## src/rtl/sfm_pkg.sv

```systemverilog
package sfm_pkg;
  localparam int unsigned SEL_CODE_W = 2;

  typedef enum logic [SEL_CODE_W-1:0] {
    SELC_ANY0  = 2'b00,
    SELC_ANY1  = 2'b01,
    SELC_CLEAR = 2'b10,
    SELC_SET   = 2'b11
  } sel_cond_e;

  function automatic logic sel_cond_ok(input logic [SEL_CODE_W-1:0] code, input logic sl);
    case (code)
      SELC_CLEAR: sel_cond_ok = ~sl;
      SELC_SET:   sel_cond_ok = sl;
      default:    sel_cond_ok = 1'b1;
    endcase
  endfunction
endpackage

```

## src/rtl/sfm_flag_bank.sv

```systemverilog
module sfm_flag_bank #(
  parameter int unsigned NS = 4,
  parameter logic [NS-1:0] INIT_FLAGS = '0,
  localparam int unsigned SW = $clog2(NS)
) (
  input  logic          clk,
  input  logic          rst_n,
  input  logic          wr_en,
  input  logic [SW-1:0] wr_sess,
  input  logic          wr_val,
  input  logic          flip_en,
  input  logic [SW-1:0] flip_sess,
  output logic [NS-1:0] flags
);
  for (genvar i = 0; i < NS; i++) begin : g_sess
    localparam logic RST_V = (i == 0) ? 1'b0 : INIT_FLAGS[i];
    always_ff @(posedge clk) begin
      if (!rst_n)
        flags[i] <= RST_V;
      else if (wr_en && wr_sess == SW'(i))
        flags[i] <= wr_val;
      else if (flip_en && flip_sess == SW'(i))
        flags[i] <= ~flags[i];
    end
  end
endmodule

```

## src/rtl/sfm_query_eval.sv

```systemverilog
module sfm_query_eval #(
  parameter int unsigned NS = 4,
  localparam int unsigned SW = $clog2(NS)
) (
  input  logic          clk,
  input  logic          rst_n,
  input  logic          q_valid,
  input  logic [SW-1:0] q_sess,
  input  logic          q_target,
  input  logic [1:0]    q_sel,
  input  logic [NS-1:0] flags,
  input  logic          sl,
  output logic          hit,
  output logic          done_q,
  output logic          match_q
);
  import sfm_pkg::*;

  always_comb hit = (flags[q_sess] == q_target) && sel_cond_ok(q_sel, sl);

  always_ff @(posedge clk) begin
    if (!rst_n) begin
      done_q  <= 1'b0;
      match_q <= 1'b0;
    end else begin
      done_q  <= q_valid;
      match_q <= q_valid && hit;
    end
  end
endmodule

```

## src/rtl/sfm_round_track.sv

```systemverilog
module sfm_round_track #(
  parameter int unsigned NS = 4,
  localparam int unsigned SW = $clog2(NS)
) (
  input  logic          clk,
  input  logic          rst_n,
  input  logic          q_valid,
  input  logic          q_hit,
  input  logic [SW-1:0] q_sess,
  input  logic          sel_busy,
  input  logic          inv_req,
  output logic          open_q,
  output logic [SW-1:0] sess_q,
  output logic          flip
);
  always_comb flip = inv_req && open_q && !sel_busy && !q_valid;

  always_ff @(posedge clk) begin
    if (!rst_n) begin
      open_q <= 1'b0;
      sess_q <= '0;
    end else if (q_valid) begin
      open_q <= q_hit;
      sess_q <= q_sess;
    end else if (flip) begin
      open_q <= 1'b0;
    end
  end
endmodule

```

## src/rtl/sess_flag_mgr.sv

```systemverilog
module sess_flag_mgr #(
  parameter int unsigned NS = 4,
  parameter logic [NS-1:0] INIT_FLAGS = '0,
  localparam int unsigned SW = $clog2(NS)
) (
  input  logic          clk,
  input  logic          rst_n,
  input  logic          sel_valid,
  input  logic          sel_kind,
  input  logic [SW-1:0] sel_sess,
  input  logic          sel_value,
  input  logic          qry_valid,
  input  logic [SW-1:0] qry_sess,
  input  logic          qry_target,
  input  logic [1:0]    qry_sel,
  input  logic          invert_req,
  output logic          qry_done,
  output logic          qry_match,
  output logic [NS-1:0] inv_flags,
  output logic          sl_flag
);
  logic          hit;
  logic          round_open;
  logic [SW-1:0] round_sess;
  logic          flip;

  always_ff @(posedge clk) begin
    if (!rst_n)
      sl_flag <= 1'b0;
    else if (sel_valid && !sel_kind)
      sl_flag <= sel_value;
  end

  sfm_flag_bank #(.NS(NS), .INIT_FLAGS(INIT_FLAGS)) u_bank (
    .clk(clk), .rst_n(rst_n),
    .wr_en(sel_valid && sel_kind), .wr_sess(sel_sess), .wr_val(sel_value),
    .flip_en(flip), .flip_sess(round_sess), .flags(inv_flags)
  );

  sfm_query_eval #(.NS(NS)) u_eval (
    .clk(clk), .rst_n(rst_n), .q_valid(qry_valid), .q_sess(qry_sess),
    .q_target(qry_target), .q_sel(qry_sel), .flags(inv_flags), .sl(sl_flag),
    .hit(hit), .done_q(qry_done), .match_q(qry_match)
  );

  sfm_round_track #(.NS(NS)) u_round (
    .clk(clk), .rst_n(rst_n), .q_valid(qry_valid), .q_hit(hit), .q_sess(qry_sess),
    .sel_busy(sel_valid), .inv_req(invert_req),
    .open_q(round_open), .sess_q(round_sess), .flip(flip)
  );
endmodule

```

## config.mk

```make
export PLATFORM = sky130hd
export DESIGN_NAME = sess_flag_mgr
export DESIGN_NICKNAME = d
export VERILOG_FILES = /design/src/rtl/sfm_pkg.sv /design/src/rtl/sfm_flag_bank.sv /design/src/rtl/sfm_query_eval.sv /design/src/rtl/sfm_round_track.sv /design/src/rtl/sess_flag_mgr.sv
export SDC_FILE = /design/constraint.sdc
export NUM_CORES = 1
export LEC_CHECK = 0
export BUFFER_PORTS_ARGS = -buffer_cell sky130_fd_sc_hd__buf_4
export CORE_AREA = 5 5 42 44
export DETAILED_ROUTE_END_ITERATION = 16
export DIE_AREA = 0 0 47 49
export PLACE_DENSITY_LB_ADDON = 0.12
export SYNTH_ARGS = -nofsm -noshare
export SYNTH_HDL_FRONTEND = slang
export SYNTH_SLANG_ARGS = --single-unit
```

## constraint.sdc

```tcl
create_clock -name clk -period 2.5 [get_ports clk]
set_clock_uncertainty 0.1 [all_clocks]
set_input_delay 0.5 -clock clk [delete_from_list [all_inputs] [get_ports clk]]
set_output_delay 0.5 -clock clk [all_outputs]
set_load 0.1 [all_outputs]
```

Yosys cells after proc, flatten, opt, wreduce, memory -nomap -nowiden
Index checks and enable logic that the tools add are counted.
{"block": "word_totals", "ff_bits": 10, "latch_bits": 0, "ramBits": 0, "mem_bits_ro": 0, "in_bits": 14, "out_inout_bits": 7, "word_cells": 62, "memories": 0}
{"block": "classes", "addsub": 0, "mul": 0, "div_mod_pow": 0, "order_cmp": 1, "eq_ne": 9, "shifts": 0, "muxes": 13, "bitwise_logic": 5, "reduce_logical": 25}
{"op": "$logic_and A1 B1 Y1", "n": 15}
{"op": "$eq A2 B2 Y1 const B", "n": 6}
{"op": "$mux W1", "n": 11}
{"op": "$reduce_bool A2 Y1", "n": 5}
{"op": "$not A1 Y1", "n": 5}
{"op": "$eq A2 B1 Y1 const B", "n": 2}
{"op": "$logic_not A2 Y1", "n": 2}
{"op": "$logic_not A1 Y1", "n": 3}
{"op": "$lt A2 B3 Y1 const B", "n": 1}
{"op": "$bmux W1 S2", "n": 1}
{"op": "$pmux W1 S2", "n": 1}
{"op": "$eq A1 B1 Y1", "n": 1}

Longest topological paths before layout
Gate-level depths: netlist of the first run.
{"block": "depth", "ltp_word": 6, "depth_mapped": 4, "depth_no_buf": 3}

Modules after synthesis
A second synthesis of the first run with hierarchy kept.
{"block": "hier_totals", "cells_unflattened": 52, "area_unflattened_um2": 506.7}
{"mod": "sfm_flag_bank", "instances": 1, "cells_per_inst": 25, "area_each_um2": 217.7}
{"mod": "sfm_round_track", "instances": 1, "cells_per_inst": 12, "area_each_um2": 125.1}
{"mod": "sfm_query_eval", "instances": 1, "cells_per_inst": 9, "area_each_um2": 105.1}
{"mod": "sess_flag_mgr", "instances": 1, "cells_per_inst": 6, "area_each_um2": 58.8}

Worst setup path after synthesis of the first run
No wires, ideal clock.
{"block": "synth_path", "path_type": "register -> register", "start": "register u_bank.flags[1]", "end": "register u_eval.match_q", "t_arrival_ps": 1625, "slack_ps": 716, "path_stages_with_launch": 4, "n_path_buf": 0, "synth_period_minus_slack_ps": 1784, "cell_sequence": "dfxtp_1 -> mux4_2 -> xnor2_1 -> and2_1"}
{"block": "synth_via", "elab_chain_len": 5}
{"item": "start: declaration", "line_no": "sfm_flag_bank.sv:13", "rtl": "output logic [NS-1:0] flags"}
{"item": "start signal: indexed assignment", "line_no": "sfm_flag_bank.sv:21", "rtl": "flags[i] <= wr_val;"}
{"item": "start signal: indexed assignment", "line_no": "sfm_flag_bank.sv:23", "rtl": "flags[i] <= ~flags[i];"}
{"item": "$bmux W1 S2", "line_no": "sfm_query_eval.sv:19", "rtl": "always_comb hit = (flags[q_sess] == q_target) && sel_cond_ok(q_sel, sl);"}
{"item": "$mux W1 (not written as such)", "line_no": "sfm_query_eval.sv:19"}
{"item": "$eq A1 B1 Y1", "line_no": "sfm_query_eval.sv:19"}
{"item": "$logic_and A1 B1 Y1", "line_no": "sfm_query_eval.sv:19"}
{"item": "$logic_and A1 B1 Y1", "line_no": "sfm_query_eval.sv:27", "rtl": "match_q <= q_valid && hit;"}
{"item": "end signal: assignment", "line_no": "sfm_query_eval.sv:27"}
{"item": "end: declaration", "line_no": "sfm_query_eval.sv:15", "rtl": "output logic match_q"}
Every way passes these cells. The select of a mux whose other input is x is not followed.
A chain may end at the register's enable or synchronous reset.

Final worst setup path of the first run
{"block": "layout_path", "start": "register u_bank.flags[1]", "end": "output inv_flags[1]"}
{"item": "end: declaration", "line_no": "sess_flag_mgr.sv:19", "rtl": "output logic [NS-1:0] inv_flags,"}
No word-level cell between the ends.

==> metrics, run 1 <==
outcome completed; Crit. End Element output port; root buffer cell clkbuf_4; Tightest Pin Transition 0.278 ns; cell area after layout 712 um2; drt wl/cell 13.6 um; # H-tree levels 1; # diodes 0; Leak 0.273 nW; cell count after synthesis 50; crit-path max cell delay 0.38 ns; fin crit period 1.56 ns; mean post-synth cell area 10.2 um2; CP max FO 4; Final Cycle Share 0.625; kind of cell adding the most delay to the critical path flip-flops; top achievable clock speed 640 MHz; DRC Markers 0; via-per-instance ratio 5.40; Worst EP arrival 0.96 ns; CTS Buf Count 3; NumNets Final 88; I/O Buffers 20; pwr dens 583 nW/um2; max_cap viols 0; Slew HR 0.816; die height 49 um; Syn-to-layout area delta 39.5%; VDD IR-drop max 0.333 mV; hold_buf cts 0; layout cells sized above 1 0.356; vias in the first global route 466; post_cts resized 0; core area 1400 um2; most frequent cells in the layout buf_4, dfxtp_1, o21ai_0; synthesized flop and latch total 10; Post-DP HPWL 934 um; fin. max-slew vios 0; most common cell after layout, fill and taps aside buf_4; CP startpoint kind flop; clk sinks 10; initial antenna violation count 0; Worst-path clk slew 0.07 ns; sequential fraction of the synthesis area 0.392; GPL Wtd Cong 0.782; crit path cell chain buf_4; residual overflow from global routing 0; Worst Hold Class in -> reg; global-route wire length before repair 2.08 mm; worst hold slack 0.369 ns; setup violators final 0; DRT iter0 DRCs 10; Rows 14; CP max stage cell dfxtp_1; Syn Nets 64; Clk Latency, worst-skew pair 0.27 ns; YS warnings 0; post-CTS setup buffers 0; WP buf/inv 1; WP data required 1.90 ns; Die ar. 2300 um2; final hold vios 0; largest net degree at the start of global routing 10; Syn Std Cell Area 510 um2; clk buf depth 2; DR vias 481; Routed Antenna Nets 0; setup tns final 0 ns; Die W 47 um; RSZ-0062 raised after global routing false; Pre-antenna DRT Iters 2; final WL 1.21 mm; Placed Area 676 um2; Synth cell types 22; CP Class reg -> out; GRT Total Usage 0.129; CTS tree built; Initial Util 0.364; num ports 21
[worst reg2reg max path, delay by kind of cell, from the launching register on]
family / cells / cell delay (ns)
flops: 1 / 0.41
compound gates: 1 / 0.16
simple gates: 2 / 0.59
[area by class of cell]
cell class / instances / area [um2]
fill: 151 / 689
sequential: 10 / 200
multi-input combinational: 39 / 305
timing repair buffer: 20 / 150
tap: 16 / 20.0
clock buffer: 4 / 36.3
[layer usage]
layer,global-route usage,routed length (um),vias to the layer above,part of all wire
li1,-,-,244,-
met1,0.153,546,218,0.45
met2,0.174,537,15,0.44
met3,0.0738,93,4,0.077
met4,0.0783,34,0,0.028
met5,0,0,-,0
[per-stage QoR]
step                      setup WS (ns)  instances   util  power, mW
after global placement            0.889         85  0.482      0.269
after global routing              0.893         89  0.508      0.439
final                             0.937         89  0.508      0.415
after detailed placement          0.874         85  0.482      0.269
after CTS                         0.915         89  0.508      0.423
after floorplan                   0.716         50      -      0.235
[Yosys cell counts]
cell	n	area share
nand4_1	1	0.012
dfxtp_1	10	0.39
and2_1	2	0.025
a21boi_0	2	0.029
nand2b_1	2	0.025
nand4bb_1	1	0.022
or4_1	2	0.029
or3_1	2	0.025
a31oi_1	4	0.049
mux4_2	1	0.044
nor2b_1	3	0.037
nand2_1	1	0.0073
o2bb2ai_1	1	0.017
nand3_1	1	0.0098
mux2i_1	2	0.039
o31ai_1	2	0.029
buf_2	1	0.0098
o21ai_0	6	0.059
nand4bb_4	1	0.054
xor2_1	1	0.017
xnor2_1	1	0.017
nand4b_1	3	0.051
[sequential cells by signal, indices dropped and copies added (netlist names)]
| name | count |
|---|---|
| u_eval.done_q | 1 |
| u_round.open_q | 1 |
| u_round.sess_q | 2 |
| u_eval.match_q | 1 |
| u_bank.flags | 4 |
| sl_flag | 1 |
[logic make-up (layout without fill, tap and decap cells)]
group	count (synthesis)	count (layout)	synth area share
AND/OR/NAND/NOR	19	19	0.297
AO/OA/AOI/OAI	15	15	0.184
flip-flops	10	10	0.392
multiplexers	3	3	0.0833
XOR/XNOR	2	2	0.0343
buffers and inverters	1	24	0.00979
[final timing paths]
path | startpoint | slack (ns) | to | cells past startpoint
worst min register to register | u_bank.flags[0] | 0.42 | u_bank.flags[0] | 2
worst max-delay path | u_bank.flags[1] | 0.94 | inv_flags[1] | 1
worst min-delay path | qry_valid | 0.37 | u_round.open_q | 2
worst max register to register | u_round.open_q | 1.17 | u_bank.flags[1] | 3
[power breakdown]
part	total [mW]	leakage [nW]	internal [mW]	switching (mW)
registers	0.174	0.0819	0.167	0.00674
clock network	0.149	0.0210	0.0886	0.0608
logic	0.0915	0.170	0.0345	0.0570
No activity file was read; power rests on OpenSTA's default activity.
==> inputs of run 2 (changes only) <==
clock period = 1.5 ns   (was 2.5 ns; I/O delays follow)
==> run 2 against run 1 <==
  * First-iteration DRC count rose by 10%
  * Largest cell class unchanged
  * Utilization fell by 0.54 points
  * Hold slack worse by 0.18 ns
  * Combinational power is 66% higher
  * Setup slack got worse by 0.78 ns
==> metrics, run 2 (synthesized netlist as in run 1, its figures left out) <==
hold_sp qry_valid (unchanged); layout cells sized above 1 0.417 (was 0.356); # diodes 0 (unchanged); Pre-antenna DRT Iters 4 (was 2); Filler Cell Count 146 (was 151); Routed Antenna Nets 0 (unchanged); Worst EP arrival 1.43 ns (was 0.96 ns); cell area after layout 704 um2 (was 712 um2); outcome completed (unchanged); Placed Area 682 um2 (was 676 um2); final WL 1.23 mm (was 1.21 mm); Rows 14 (unchanged); DRT iter0 DRCs 11 (was 10); die height 49 um (unchanged); Tightest Pin Transition 0.278 ns (about the same); worst r2r path cells 3 (unchanged); Initial Util 0.364 (unchanged); hold_buf cts 0 (unchanged); GRT Total Usage 0.128 (was 0.129); Regs by FF count u_bank.flags: 4 flops, u_round.sess_q: 2 flops (unchanged); GPL Wtd Cong 0.709 (was 0.782); root buffer cell clkbuf_4 (unchanged); max_cap viols 0 (unchanged); Slew HR 0.816 (about the same); Crit. End Element flop (was output port); CP startpoint kind flop (unchanged); setup violators final 0 (unchanged); fin. max-slew vios 0 (unchanged); num ports 21 (unchanged); # H-tree levels 1 (unchanged); most frequent cells in the layout buf_4, o21ai_0, dfxtp_2, dfxtp_1, a31oi_1 (was buf_4, dfxtp_1, o21ai_0); global-route wire length before repair 2.18 mm (was 2.08 mm); DR vias 498 (was 481); CTS tree built (unchanged); VDD IR-drop max 0.463 mV (was 0.333 mV); clk sinks 10 (unchanged); I/O Buffers 20 (unchanged); top achievable clock speed 747 MHz; kind of cell adding the most delay to the critical path simple AND/OR/NAND/NOR gates (was flip-flops); via-per-instance ratio 5.66 (was 5.40); DRC Markers 0 (unchanged); WP buf/inv 0 (was 1); DP Cell Count 85 (unchanged); most common cell after layout, fill and taps aside buf_4 (unchanged); WHS Path Cells 2 (unchanged); max reg flops 4 (unchanged); worst reg2reg path startpoint u_round.open_q (unchanged); fin crit period 1.34 ns; post_cts resized 0 (unchanged); CTS Buf Count 3 (unchanged); setup tns final 0 ns (unchanged); Clk Latency, worst-skew pair 0.26 ns (was 0.27 ns); core area 1400 um2 (unchanged); crit-path max cell delay 0.43 ns (was 0.38 ns); Worst-path clk slew 0.06 ns (was 0.07 ns); Largest Register u_bank.flags (unchanged); drt wl/cell 14.0 um (was 13.6 um); WHS Endpoint u_round.open_q (unchanged); post-CTS setup buffers 0 (unchanged); final hold vios 0 (unchanged); CP max stage cell or4_1 (was dfxtp_1); crit path cell chain nand4b_1 > or4_1 > a31oi_1 (was buf_4); Die ar. 2300 um2 (unchanged); Die W 47 um (unchanged); Syn-to-layout area delta 38.0% (was 39.5%); Worst Hold Class in -> reg (unchanged); CP Class reg -> reg (was reg -> out); NumNets Final 88 (unchanged); WP data required 1.59 ns (was 1.90 ns); CP max FO 4 (unchanged); reg2reg end u_bank.flags[1] (unchanged); pwr dens 884 nW/um2 (was 583 nW/um2); initial antenna violation count 0 (unchanged); clk buf depth 2 (unchanged); RSZ-0062 raised after global routing false (unchanged); largest net degree at the start of global routing 10 (unchanged); Final Cycle Share 0.892; fin cells 88 (was 89); vias in the first global route 476 (was 466); reg-to-reg setup timing slack 0.16 ns (was 1.17 ns); Leak 0.268 nW (was 0.273 nW); residual overflow from global routing 0 (unchanged)
==> run 2: cell types whose count changed in the layout (fill, tap and decap cells not counted) <==
cell      previous run  this run
clkbuf_8             1         0
dfxtp_1             10         5
dfxtp_2              0         5
==> run 2: layer usage <==
layer | wire length (um) | track usage | share of wire
met1 | 573 | 0.180 | 0.46
met2 | 580 | 0.172 | 0.47
met5 | 0 | 0 | 0
met4 | 11 | 0.0415 | 0.0089
met3 | 68 | 0.0554 | 0.055
==> run 2: layout make-up <==
class / instances / area (um2) / share of cell area
clock buffer: 3 / 22.5 / 0.0320
multi-input combinational: 39 / 305 / 0.433
sequential: 10 / 206 / 0.293
tap: 16 / 20.0 / 0.0284
timing repair buffer: 20 / 150 / 0.213
==> run 2: worst max-delay path by stage <==
stage / depth (start not counted) / to / from / slack [ns]
final: 3 / u_bank.flags[1] / u_round.open_q / 0.16
after global routing: 3 / u_bank.flags[1] / u_round.open_q / 0.01
after CTS: 3 / u_bank.flags[1] / u_round.open_q / 0.15
after detailed placement: 4 / u_bank.flags[0] / sel_valid / 0.06
after global placement: 4 / u_bank.flags[1] / sel_valid / 0.06
after floorplan: 3 / u_eval.match_q / u_bank.flags[3] / 0.01
==> run 2: metrics by stage <==
step           total power, mW  worst slack [ns]  utilization  hold WS (ns)
6_report                 0.623             0.161        0.503         0.185
5_1_grt                  0.671            0.0102        0.503         0.174
4_1_cts                  0.631             0.148        0.503         0.179
3_5_place_dp             0.450            0.0604        0.487         0.402
3_3_place_gp             0.450            0.0592        0.487         0.397
2_1_floorplan            0.392            0.0107            -         0.328
==> run 2: report_power, final <==
group	internal (mW)	switching, mW	leakage (nW)
Sequential	0.280	0.0114	0.0842
Clock	0.0925	0.0868	0.0138
Combinational	0.0576	0.0948	0.170
==> inputs of run 3 (changes only) <==
ABC_AREA = 1   (was not set)
CELL_PAD_IN_SITES_DETAIL_PLACEMENT = 1   (was not set)
CELL_PAD_IN_SITES_GLOBAL_PLACEMENT = 1   (was not set)
CORE_AREA = not set   (was 5 5 42 44)
CORE_ASPECT_RATIO = 0.7   (was not set)
CORE_MARGIN = 5   (was not set)
CORE_UTILIZATION = 31   (was not set)
DIE_AREA = not set   (was 0 0 47 49)
GPL_ROUTABILITY_DRIVEN = 0   (was not set)
==> run 3 against run 2 <==
  * Power grew 14%
  * Largest cell class unchanged
  * Clock power grew 39%
  * Combinational power grew 14%
  * Global-route usage grew 1.5 points
  * Cell area grew 15%
==> metrics, run 3 <==
outcome completed (unchanged); most common cell in the netlist nand2_1 (was dfxtp_1); setup tns final 0 ns (unchanged); Largest Register u_bank.flags (unchanged); Routed Antenna Nets 0 (unchanged); clk buf depth 2 (unchanged); via-per-instance ratio 4.64 (was 5.66); largest net degree at the start of global routing 10 (unchanged); DRC Markers 0 (unchanged); mean post-synth cell area 6.18 um2 (was 10.2 um2); Die W 62 um (was 47 um); I/O Buffers 20 (unchanged); NumNets Final 134 (was 88); CP Class reg -> out (was reg -> reg); kind of cell adding the most delay to the critical path flip-flops (was simple AND/OR/NAND/NOR gates); most frequent cells in the layout nand2_1, buf_4, inv_1 (was buf_4, o21ai_0, dfxtp_2, dfxtp_1, a31oi_1); Tightest Pin Transition 0.279 ns (was 0.278 ns); RSZ-0062 raised after global routing false (unchanged); post_cts resized 0 (unchanged); fin cells 141 (was 88); adder-cell share of the synthesized area 0 (unchanged); Syn Std Cell Area 587 um2 (was 510 um2); Initial Util 0.322 (was 0.364); Regs by FF count u_bank.flags: 4 flops, u_round.sess_q: 2 flops (unchanged); VDD IR-drop max 0.458 mV (was 0.463 mV); num ports 21 (unchanged); max_cap viols 0 (unchanged); Filler Cell Count 252 (was 146); residual overflow from global routing 0 (unchanged); GRT Total Usage 0.143 (was 0.128); Worst Hold Class in -> reg (unchanged); final hold vios 0 (unchanged); WP buf/inv 1 (was 0); Worst-path clk slew 0.07 ns (was 0.06 ns); synthesized flop and latch total 10 (unchanged); DR vias 654 (was 498); initial antenna violation count 0 (unchanged); root buffer cell clkbuf_4 (unchanged); fin worst setup slack 0.174 ns (was 0.161 ns); complex-gate fraction of the synthesized area 0.0618 (was 0.184); Post-synth EDFFs 0 (unchanged); commonest cells in the netlist nand2_1, inv_1, nand3_1 (was dfxtp_1, o21ai_0, a31oi_1); hold_buf cts 0 (unchanged); top achievable clock speed 754 MHz (was 747 MHz); # H-tree levels 1 (unchanged); post-CTS setup buffers 0 (unchanged); Crit. End Element output port (was flop); DP Cell Count 137 (was 85); crit-path max cell delay 0.36 ns (was 0.43 ns); Top FF cell, synth dfxtp_1 (unchanged); Worst EP arrival 0.93 ns (was 1.43 ns); Rows 13 (was 14); WP data required 1.10 ns (was 1.59 ns); Total Power 711 uW (was 623 uW); most common cell after layout, fill and taps aside nand2_1 (was buf_4); fin. max-slew vios 0 (unchanged); mux contribution to synthesized area 0 (was 0.0833); drt wl/cell 12.2 um (was 14.0 um); Synth Area in Simple Gates 0.450 (was 0.297); Syn-to-layout area delta 37.5% (was 38.0%); pwr dens 881 nW/um2 (was 884 nW/um2); Clk Latency, worst-skew pair 0.27 ns (was 0.26 ns); synth top area cells dfxtp_1, nand2_1, nand3_1 (was dfxtp_1, o21ai_0, nand4bb_4); die height 46.4 um (was 49 um); vias in the first global route 624 (was 476); core area 1820 um2 (was 1400 um2); Pre-antenna DRT Iters 2 (was 4); crit path cell chain buf_4 (was nand4b_1 > or4_1 > a31oi_1); Leak 0.433 nW (was 0.268 nW); cell count after synthesis 95 (was 50); CP max FO 4 (unchanged); CTS tree built (unchanged); DRT iter0 DRCs 2 (was 11); leading area contributor after synthesis dfxtp_1 (unchanged); layout cells sized above 1 0.311 (was 0.417); Final Cycle Share 0.884 (was 0.892); global-route wire length before repair 2.82 mm (was 2.18 mm); clk sinks 10 (unchanged); CP max stage cell dfxtp_2 (was or4_1); YS warnings 0 (unchanged); sequential fraction of the synthesis area 0.341 (was 0.392); asr flop ratio synth 0 (unchanged); Die ar. 2880 um2 (was 2300 um2); Post-DP HPWL 1.50 mm; # diodes 0 (unchanged); final WL 1.72 mm (was 1.23 mm); post-synthesis xor/xnor area fraction 0 (was 0.0343); fin crit period 1.33 ns (was 1.34 ns); top cell type's share of synthesized area 0.341 (was 0.392); Syn Nets 109 (was 64); max reg flops 4 (unchanged); setup violators final 0 (unchanged); main combinational cell family by area after synthesis simple AND/OR/NAND/NOR gates (unchanged); CTS Buf Count 3 (unchanged); CP startpoint kind flop (unchanged); Slew HR 0.815 (was 0.816); pre-CTS WS 0.261 ns (was 0.0604 ns); Synth cell types 15 (was 22)
[run 3: cell families (layout without fill, tap and decap cells)]
kind of cell	Yosys count	after routing
buffers and inverters	23	47
DFF	10	10
AOI/OAI and AO/OA	7	7
and+or+nand+nor	55	55
[run 3: final cells by class]
cell class / count / area [um2] / area share
sequential: 10 / 206 / 0.256
tap: 22 / 27.5 / 0.0341
timing repair buffer: 20 / 150 / 0.186
clock buffer: 4 / 36.3 / 0.0450
inverter: 23 / 86.3 / 0.107
multi-input combinational: 62 / 300 / 0.372
[run 3: path summary, 6_finish.rpt]
kind	from	end	slack [ns]	depth (start not counted)
worst max-delay path	u_bank.flags[3]	inv_flags[3]	0.17	1
worst min-delay path	rst_n	u_round.sess_q[1]	0.22	3
worst max register to register	u_round.open_q	u_bank.flags[2]	0.31	7
worst min register to register	sl_flag	sl_flag	0.38	2
[run 3: power by group]
part	internal, mW	switching [mW]	leakage, nW
logic	0.0554	0.118	0.328
clock network	0.147	0.100	0.0210
registers	0.280	0.00991	0.0842
[run 3: metal layers]
layer  GRT usage  up-vias  part of all wire  routed length (um)
li1            -      345                 -                   -
met4      0.0508        0             0.013                  22
met2       0.233       14              0.48                 829
met5           0        -                 0                   0
met1       0.170      293              0.46                 790
met3      0.0560        2             0.046                  79
[run 3: through the flow]
stage          hold WS, ns   util  cell area, um2
4_1_cts              0.200  0.443             807
3_5_place_dp         0.375  0.423             771
6_report             0.217  0.443             807
5_1_grt              0.238  0.443             807
3_3_place_gp         0.370  0.423             771
2_1_floorplan        0.313      -             593
